<file path="config.mk">
export PLATFORM = sky130hd
export DESIGN_NAME = vdma_engine
export DESIGN_NICKNAME = d
export VERILOG_FILES = /design/src/rtl/vdma_pkg.sv /design/src/rtl/vdma_src_addr.sv /design/src/rtl/vdma_read_port.sv /design/src/rtl/vdma_write_stage.sv /design/src/rtl/vdma_engine.sv
export SDC_FILE = /design/constraint.sdc
export NUM_CORES = 1
export LEC_CHECK = 0
export ABC_AREA = 1
export ABC_CLOCK_PERIOD_IN_PS = 2000
export BUFFER_PORTS_ARGS = -buffer_cell sky130_fd_sc_hd__buf_4
export CAP_MARGIN = 20
export CELL_PAD_IN_SITES_DETAIL_PLACEMENT = 2
export CELL_PAD_IN_SITES_GLOBAL_PLACEMENT = 2
export CORE_ASPECT_RATIO = 2
export CORE_MARGIN = 5
export CORE_UTILIZATION = 26
export DETAILED_ROUTE_END_ITERATION = 10
export PLACE_DENSITY = 0.86
export SYNTH_ARGS = -nofsm -noshare
export SYNTH_HDL_FRONTEND = slang
export SYNTH_SLANG_ARGS = --single-unit
</file>
<file path="constraint.sdc">
create_clock -name clk -period 2 [get_ports clk]
set_input_delay 0.4 -clock clk [delete_from_list [all_inputs] [get_ports clk]]
set_output_delay 0.4 -clock clk [all_outputs]
set_load 0.005 [all_outputs]
</file>
<file path="src/rtl/vdma_pkg.sv">
package vdma_pkg;
  typedef enum logic [1:0] {
    KIND_NONE = 2'd0,
    KIND_MEM  = 2'd1,
    KIND_COPY = 2'd2,
    KIND_FILL = 2'd3
  } vdma_kind_e;

  typedef enum logic {
    ST_IDLE = 1'b0,
    ST_RUN  = 1'b1
  } vdma_state_e;
endpackage

</file>
<file path="src/rtl/vdma_src_addr.sv">
// Assembles the even source address from the three register bytes.
module vdma_src_addr #(
  parameter int REG_W = 8,
  localparam int SRC_W = 3 * REG_W
) (
  input  logic [REG_W-1:0] bank_hi,
  input  logic [REG_W-1:0] bank_mid,
  input  logic [REG_W-1:0] bank_lo,
  output logic [SRC_W-1:0] src_addr
);
  // top bit of bank_hi suppresses the top address bit
  assign src_addr = {bank_hi[REG_W-2] & ~bank_hi[REG_W-1],
                     bank_hi[REG_W-3:0], bank_mid, bank_lo, 1'b0};
endmodule

</file>
<file path="src/rtl/vdma_read_port.sv">
// Single-outstanding read requester toward system memory.
module vdma_read_port #(
  parameter int ADDR_W = 24
) (
  input  logic              clk,
  input  logic              rst,
  input  logic              start,
  input  logic [ADDR_W-1:0] start_addr,
  input  logic              more,
  input  logic              rd_valid,
  output logic              rd_req,
  output logic [ADDR_W-1:0] rd_addr,
  output logic              fire
);
  assign fire = rd_req & rd_valid;

  always_ff @(posedge clk) begin
    if (rst) begin
      rd_req  <= 1'b0;
      rd_addr <= '0;
    end else if (start) begin
      rd_req  <= 1'b1;
      rd_addr <= start_addr;
    end else if (fire) begin
      rd_addr <= rd_addr + ADDR_W'(2);
      if (!more) rd_req <= 1'b0;
    end
  end
endmodule

</file>
<file path="src/rtl/vdma_write_stage.sv">
// Output register for the target memory write port.
module vdma_write_stage #(
  parameter int ADDR_W = 16,
  parameter int DATA_W = 16
) (
  input  logic              clk,
  input  logic              rst,
  input  logic              go,
  input  logic [ADDR_W-1:0] addr_in,
  input  logic [DATA_W-1:0] data_in,
  input  logic              pair_in,
  output logic              wr_en,
  output logic [ADDR_W-1:0] wr_addr,
  output logic [DATA_W-1:0] wr_data,
  output logic              wr_pair
);
  always_ff @(posedge clk) begin
    if (rst) begin
      wr_en   <= 1'b0;
      wr_addr <= '0;
      wr_data <= '0;
      wr_pair <= 1'b0;
    end else begin
      wr_en <= go;
      if (go) begin
        wr_addr <= addr_in;
        wr_data <= data_in;
        wr_pair <= pair_in;
      end
    end
  end
endmodule

</file>
<file path="src/rtl/vdma_engine.sv">
module vdma_engine #(
  parameter int REG_W  = 8,
  parameter int DEST_W = 16,
  parameter int STEP_W = 8,
  parameter int WORD_W = 16,
  localparam int SRC_W  = 3 * REG_W,
  localparam int LEN_W  = 2 * REG_W,
  localparam int BYTE_W = WORD_W / 2
) (
  input  logic              clk,
  input  logic              rst,
  input  logic              req,
  input  logic [1:0]        req_kind,
  input  logic [REG_W-1:0]  src_hi,
  input  logic [REG_W-1:0]  src_mid,
  input  logic [REG_W-1:0]  src_lo,
  input  logic [REG_W-1:0]  len_hi,
  input  logic [REG_W-1:0]  len_lo,
  input  logic [DEST_W-1:0] dest_base,
  input  logic [STEP_W-1:0] dest_step,
  input  logic [BYTE_W-1:0] fill_byte,
  output logic              busy,
  output logic              mem_rd_req,
  output logic [SRC_W-1:0]  mem_rd_addr,
  input  logic              mem_rd_valid,
  input  logic [WORD_W-1:0] mem_rd_data,
  output logic              vram_rd_en,
  output logic [DEST_W-1:0] vram_rd_addr,
  input  logic [BYTE_W-1:0] vram_rd_data,
  output logic              wr_en,
  output logic [DEST_W-1:0] wr_addr,
  output logic [WORD_W-1:0] wr_data,
  output logic              wr_pair
);
  import vdma_pkg::*;

  vdma_state_e       st_q;
  vdma_kind_e        kind_q;
  logic [LEN_W-1:0]  cnt_q;
  logic [DEST_W-1:0] dest_q;
  logic [STEP_W-1:0] step_q;
  logic [BYTE_W-1:0] fill_q;
  logic              vrd_en_q;
  logic [DEST_W-1:0] vrd_addr_q;
  logic              pipe_q;

  logic [SRC_W-1:0]  src_full;
  logic [LEN_W-1:0]  len_in;
  vdma_kind_e        kind_in;
  logic              accept;
  logic              mem_fire;
  logic              mem_more;
  logic              wr_go;
  logic [WORD_W-1:0] wr_data_n;
  logic              wr_pair_n;
  logic              finish;
  logic [DEST_W-1:0] dest_next;

  vdma_src_addr #(.REG_W(REG_W)) u_src (
    .bank_hi (src_hi),
    .bank_mid(src_mid),
    .bank_lo (src_lo),
    .src_addr(src_full)
  );

  assign len_in  = {len_hi, len_lo};
  assign kind_in = vdma_kind_e'(req_kind);
  assign accept  = (st_q == ST_IDLE) && req && (kind_in != KIND_NONE) && (len_in != '0);

  vdma_read_port #(.ADDR_W(SRC_W)) u_rd (
    .clk       (clk),
    .rst       (rst),
    .start     (accept && (kind_in == KIND_MEM)),
    .start_addr(src_full),
    .more      (mem_more),
    .rd_valid  (mem_rd_valid),
    .rd_req    (mem_rd_req),
    .rd_addr   (mem_rd_addr),
    .fire      (mem_fire)
  );

  assign mem_more  = cnt_q > LEN_W'(2);
  assign dest_next = dest_q + DEST_W'(step_q);

  always_comb begin
    wr_go     = 1'b0;
    wr_data_n = '0;
    wr_pair_n = 1'b0;
    finish    = 1'b0;
    if (st_q == ST_RUN) begin
      case (kind_q)
        KIND_MEM: begin
          if (mem_fire) begin
            wr_go     = 1'b1;
            wr_data_n = mem_rd_data;
            wr_pair_n = 1'b1;
            finish    = !mem_more;
          end
        end
        KIND_COPY: begin
          if (pipe_q) begin
            wr_go     = 1'b1;
            wr_data_n = {{(WORD_W-BYTE_W){1'b0}}, vram_rd_data};
            finish    = !vrd_en_q;
          end
        end
        KIND_FILL: begin
          wr_go     = 1'b1;
          wr_data_n = {{(WORD_W-BYTE_W){1'b0}}, fill_q};
          finish    = (cnt_q == LEN_W'(1));
        end
        default: finish = 1'b1;
      endcase
    end
  end

  always_ff @(posedge clk) begin
    if (rst) begin
      st_q       <= ST_IDLE;
      kind_q     <= KIND_NONE;
      cnt_q      <= '0;
      dest_q     <= '0;
      step_q     <= '0;
      fill_q     <= '0;
      vrd_en_q   <= 1'b0;
      vrd_addr_q <= '0;
      pipe_q     <= 1'b0;
    end else if (accept) begin
      st_q       <= ST_RUN;
      kind_q     <= kind_in;
      cnt_q      <= len_in;
      dest_q     <= dest_base;
      step_q     <= dest_step;
      fill_q     <= fill_byte;
      vrd_en_q   <= (kind_in == KIND_COPY);
      vrd_addr_q <= src_full[DEST_W-1:0];
      pipe_q     <= 1'b0;
    end else if (st_q == ST_RUN) begin
      if (wr_go) dest_q <= dest_next;
      case (kind_q)
        KIND_MEM:  if (mem_fire && mem_more) cnt_q <= cnt_q - LEN_W'(2);
        KIND_FILL: cnt_q <= cnt_q - LEN_W'(1);
        KIND_COPY: begin
          if (vrd_en_q) begin
            cnt_q      <= cnt_q - LEN_W'(1);
            vrd_addr_q <= vrd_addr_q + DEST_W'(1);
            if (cnt_q == LEN_W'(1)) vrd_en_q <= 1'b0;
          end
        end
        default: ;
      endcase
      pipe_q <= vrd_en_q;
      if (finish) st_q <= ST_IDLE;
    end
  end

  assign busy         = (st_q == ST_RUN);
  assign vram_rd_en   = vrd_en_q;
  assign vram_rd_addr = vrd_addr_q;

  vdma_write_stage #(.ADDR_W(DEST_W), .DATA_W(WORD_W)) u_wr (
    .clk    (clk),
    .rst    (rst),
    .go     (wr_go),
    .addr_in(dest_q),
    .data_in(wr_data_n),
    .pair_in(wr_pair_n),
    .wr_en  (wr_en),
    .wr_addr(wr_addr),
    .wr_data(wr_data),
    .wr_pair(wr_pair)
  );
endmodule

</file>
==> results.py <==
metrics = {
    "clock_network": {
        "numCtsBuffers": 17,
        "clock_latency_ns": 0.45,
        "clock_sinks": 127,
        "tritoncts": "built",
        "clockRootBuffer": "clkbuf_16",
        "cts.reportedPaths.clkPinSlew_ns": 0.06,
        "clockBufferDepth": 2,
        "htree_levels": 4,
    },
    "global_routing": {
        "overflow": 0,
        "grt_max_degree": 58,
        "grt_pass1_vias": 9740,
        "grtUsageTotal": 0.2145,
        "grt_pass1_wl_um": 53000,
        "antenna_found_initial": 1,
    },
    "routing": {
        "ant_nets": 0,
        "post_drt_via_cell_ratio": 5.116,
        "drc": 0,
        "num_vias": 8610,
        "drt_iter0_markers": 297,
        "wl_per_cell_um": 20.67,
        "routed_wirelength_um": 34780,
        "drt-pass1-iter-count": 4,
    },
    "layout": {
        "layout_common_cells": "271 x nand2_1, 222 x buf_4, 135 x nor2_1",
        "layout_commonest_cell": "nand2_1",
        "multi_input_area_um2": 4243,
        "drive_gt1_frac": 0.2428,
        "fill_cells": 3361,
        "final-seq-area_um2": 2545,
        "utilization": 0.3597,
        "syn_to_final_growth_pct": 37.25,
        "finalNetCount": 1431,
    },
    "job": {
        "max_cap_violations": 0,
    },
    "timing": {
        "finalCritPeriodShare": 0.9807,
        "finalSetupViolCount": 0,
        "slew_headroom": 0.6048,
        "clock-skew-final_ns": 0.01044,
        "hold_viol_final": 0,
        "min_period_ns": 1.961,
        "final.setup.tns_ns": 0,
        "maxSlewViolCount": 0,
        "tightestPinTransition_ns": 0.5927,
        "rsz0062_at_grt": "yes",
        "hold_ws_ns": 0.2202,
        "setup_slack_ns": 0.03851,
        "fmaxAchievable_ghz": 0.5098,
    },
    "synth": {
        "syn_nets": 1228,
        "synthesis.area_um2": 7390,
        "ys_seq_area_frac": 0.3441,
        "postSynthCellCount": 1110,
        "yosys-top-cells-area": "dfxtp_1 34%, nand2_1 14%, nand3_1 8.3%, nor2_1 7.2%, o21ai_0 5.1%",
        "synth_cell_types": 46,
        "synth-seq-cells": 127,
        "synth_warnings": 0,
        "yosys.area.top_type": "dfxtp_1",
        "yosys.area.top_type_share": 0.3441,
        "avgSynthCellArea_um2": 6.657,
    },
    "die": {
        "io_pins": 179,
        "std_cell_rows": 87,
        "coreArea_um2": 28190,
        "initial_utilization": 0.2621,
        "dieArea_um2": 32100,
        "die_y_um": 248.4,
        "die_w_um": 129.2,
    },
    "outcome": {
        "status": "finished, final reports clean",
    },
    "critical_path": {
        "criticalPathCategory": "reg -> reg",
        "startpoint_type": "flip-flop",
        "arrival_ns": 2.28,
        "endpoint_kind": "flip-flop",
        "crit_required_ns": 2.32,
        "path_max_fanout": 4,
    },
    "placement": {
        "place_congestion": 0.9010,
        "hpwl_um": 26700,
        "portBuffers": 177,
        "dp_slack_ns": -0.02048,
    },
    "pwr": {
        "p_per_area_nw_per_um2": 783.4,
        "peakVddDrop_v": 0.0005451,
        "power_mw": 7.946,
        "p_leak_nw": 4.535,
    },
    "hold_path": {
        "hold_path.class": "in -> reg",
    },
}
per-stage QoR:
stage               instance area [um2]  cells
global placement                   9382   1649
CTS                               10060   1681
finish                            10140   1683
global route                      10140   1683
detailed placement                 9382   1649
floorplan                          7390   1110
sequential cells by signal (all words and copies together), names as in the netlist, 2 cells and up:
register and flops:
u_rd.rd_addr 23, fill_q 8, kind_q 2, u_wr.wr_data 16, dest_q 16, cnt_q 16, vram_rd_addr 16, u_wr.wr_addr 16
step_q 8
timing repair:
action / 4_1_cts / 5_1_grt
gates cloned: 0 / 0
gates resized for setup: 5 / 23
hold buffers: 0 / 0
pin swaps: 0 / 2
endpoints found under the hold margin: 0 / 0
setup buffers: 0 / 1
setup endpoints to repair: 7 / 38
where the power goes:
group          total (mW)  internal (mW)  switching [mW]
Sequential           2.82           2.66           0.159
Combinational        1.53          0.611           0.920
Clock                3.59           2.28            1.31
Total                7.95           5.56            2.39
cells in the mapped netlist, drive strengths merged:
cell type	n
a211oi	9
a21boi	1
a21o	1
a21oi	63
a31o	2
a31oi	11
a41oi	7
and2	1
buf	31
clkbuf	16
conb	1
dfxtp	127
fa	1
ha	15
inv	106
nand2	279
nand3	125
nand3b	5
nand4	17
nor2	150
nor3	12
o211a	1
o211ai	8
o21a	1
o21ai	79
o21bai	4
o221ai	1
or2	7
xnor2	10
xor2	19
area by class of cell:
| cell class | count | share of cell area |
|---|---|---|
| multi-input cells | 830 | 0.4183 |
| diodes | 1 | 0.0002467 |
| inverters | 106 | 0.03997 |
| well taps | 356 | 0.04392 |
| repair buffers | 231 | 0.1812 |
| clock inverters | 13 | 0.02073 |
| flip-flops and latches | 127 | 0.2509 |
| clock buffers | 19 | 0.04466 |
final timing paths:
| kind | to | cells past startpoint | slack (ns) | startpoint |
|---|---|---|---|---|
| worst max-delay path | dest_q[12] | 10 | 0.04 | step_q[0] |
| worst min-delay path | u_wr.wr_data[11] | 3 | 0.22 | mem_rd_data[11] |
| worst max register to register | dest_q[12] | 10 | 0.04 | step_q[0] |
| worst min register to register | u_wr.wr_data[10] | 2 | 0.47 | u_wr.wr_data[10] |
cells by family (layout without fill, tap and decap cells):
group | after synthesis | after routing | share of synthesized area
AOI/OAI and AO/OA | 188 | 188 | 0.1485
buffers and inverters | 153 | 369 | 0.09211
other | 1 | 2 | 0.0005075
adders and majority gates | 16 | 16 | 0.02811
DFF | 127 | 127 | 0.3441
xor gates and xnor gates | 29 | 29 | 0.03437
and+or+nand+nor | 596 | 596 | 0.3524
routing by layer:
metal  wire length [um]  vias up  global-route usage
met5                  0        -                   0
met2              20190      196              0.4258
met4               2014        0              0.1319
li1                   -     4044                   -
met1              11580     4273              0.1917
met3               1000       97             0.03393
worst max-delay path, stage by stage (launching register included):
cell,delay [ns]
dfxtp_1,0.35
ha_2,0.20
inv_1,0.06
fa_2,0.37
o21ai_2,0.17
buf_6,0.14
nand4_1,0.15
a21oi_2,0.19
nor2_1,0.06
nor2_1,0.09
nor2_1,0.04
No activity file was read; power rests on OpenSTA's default activity.
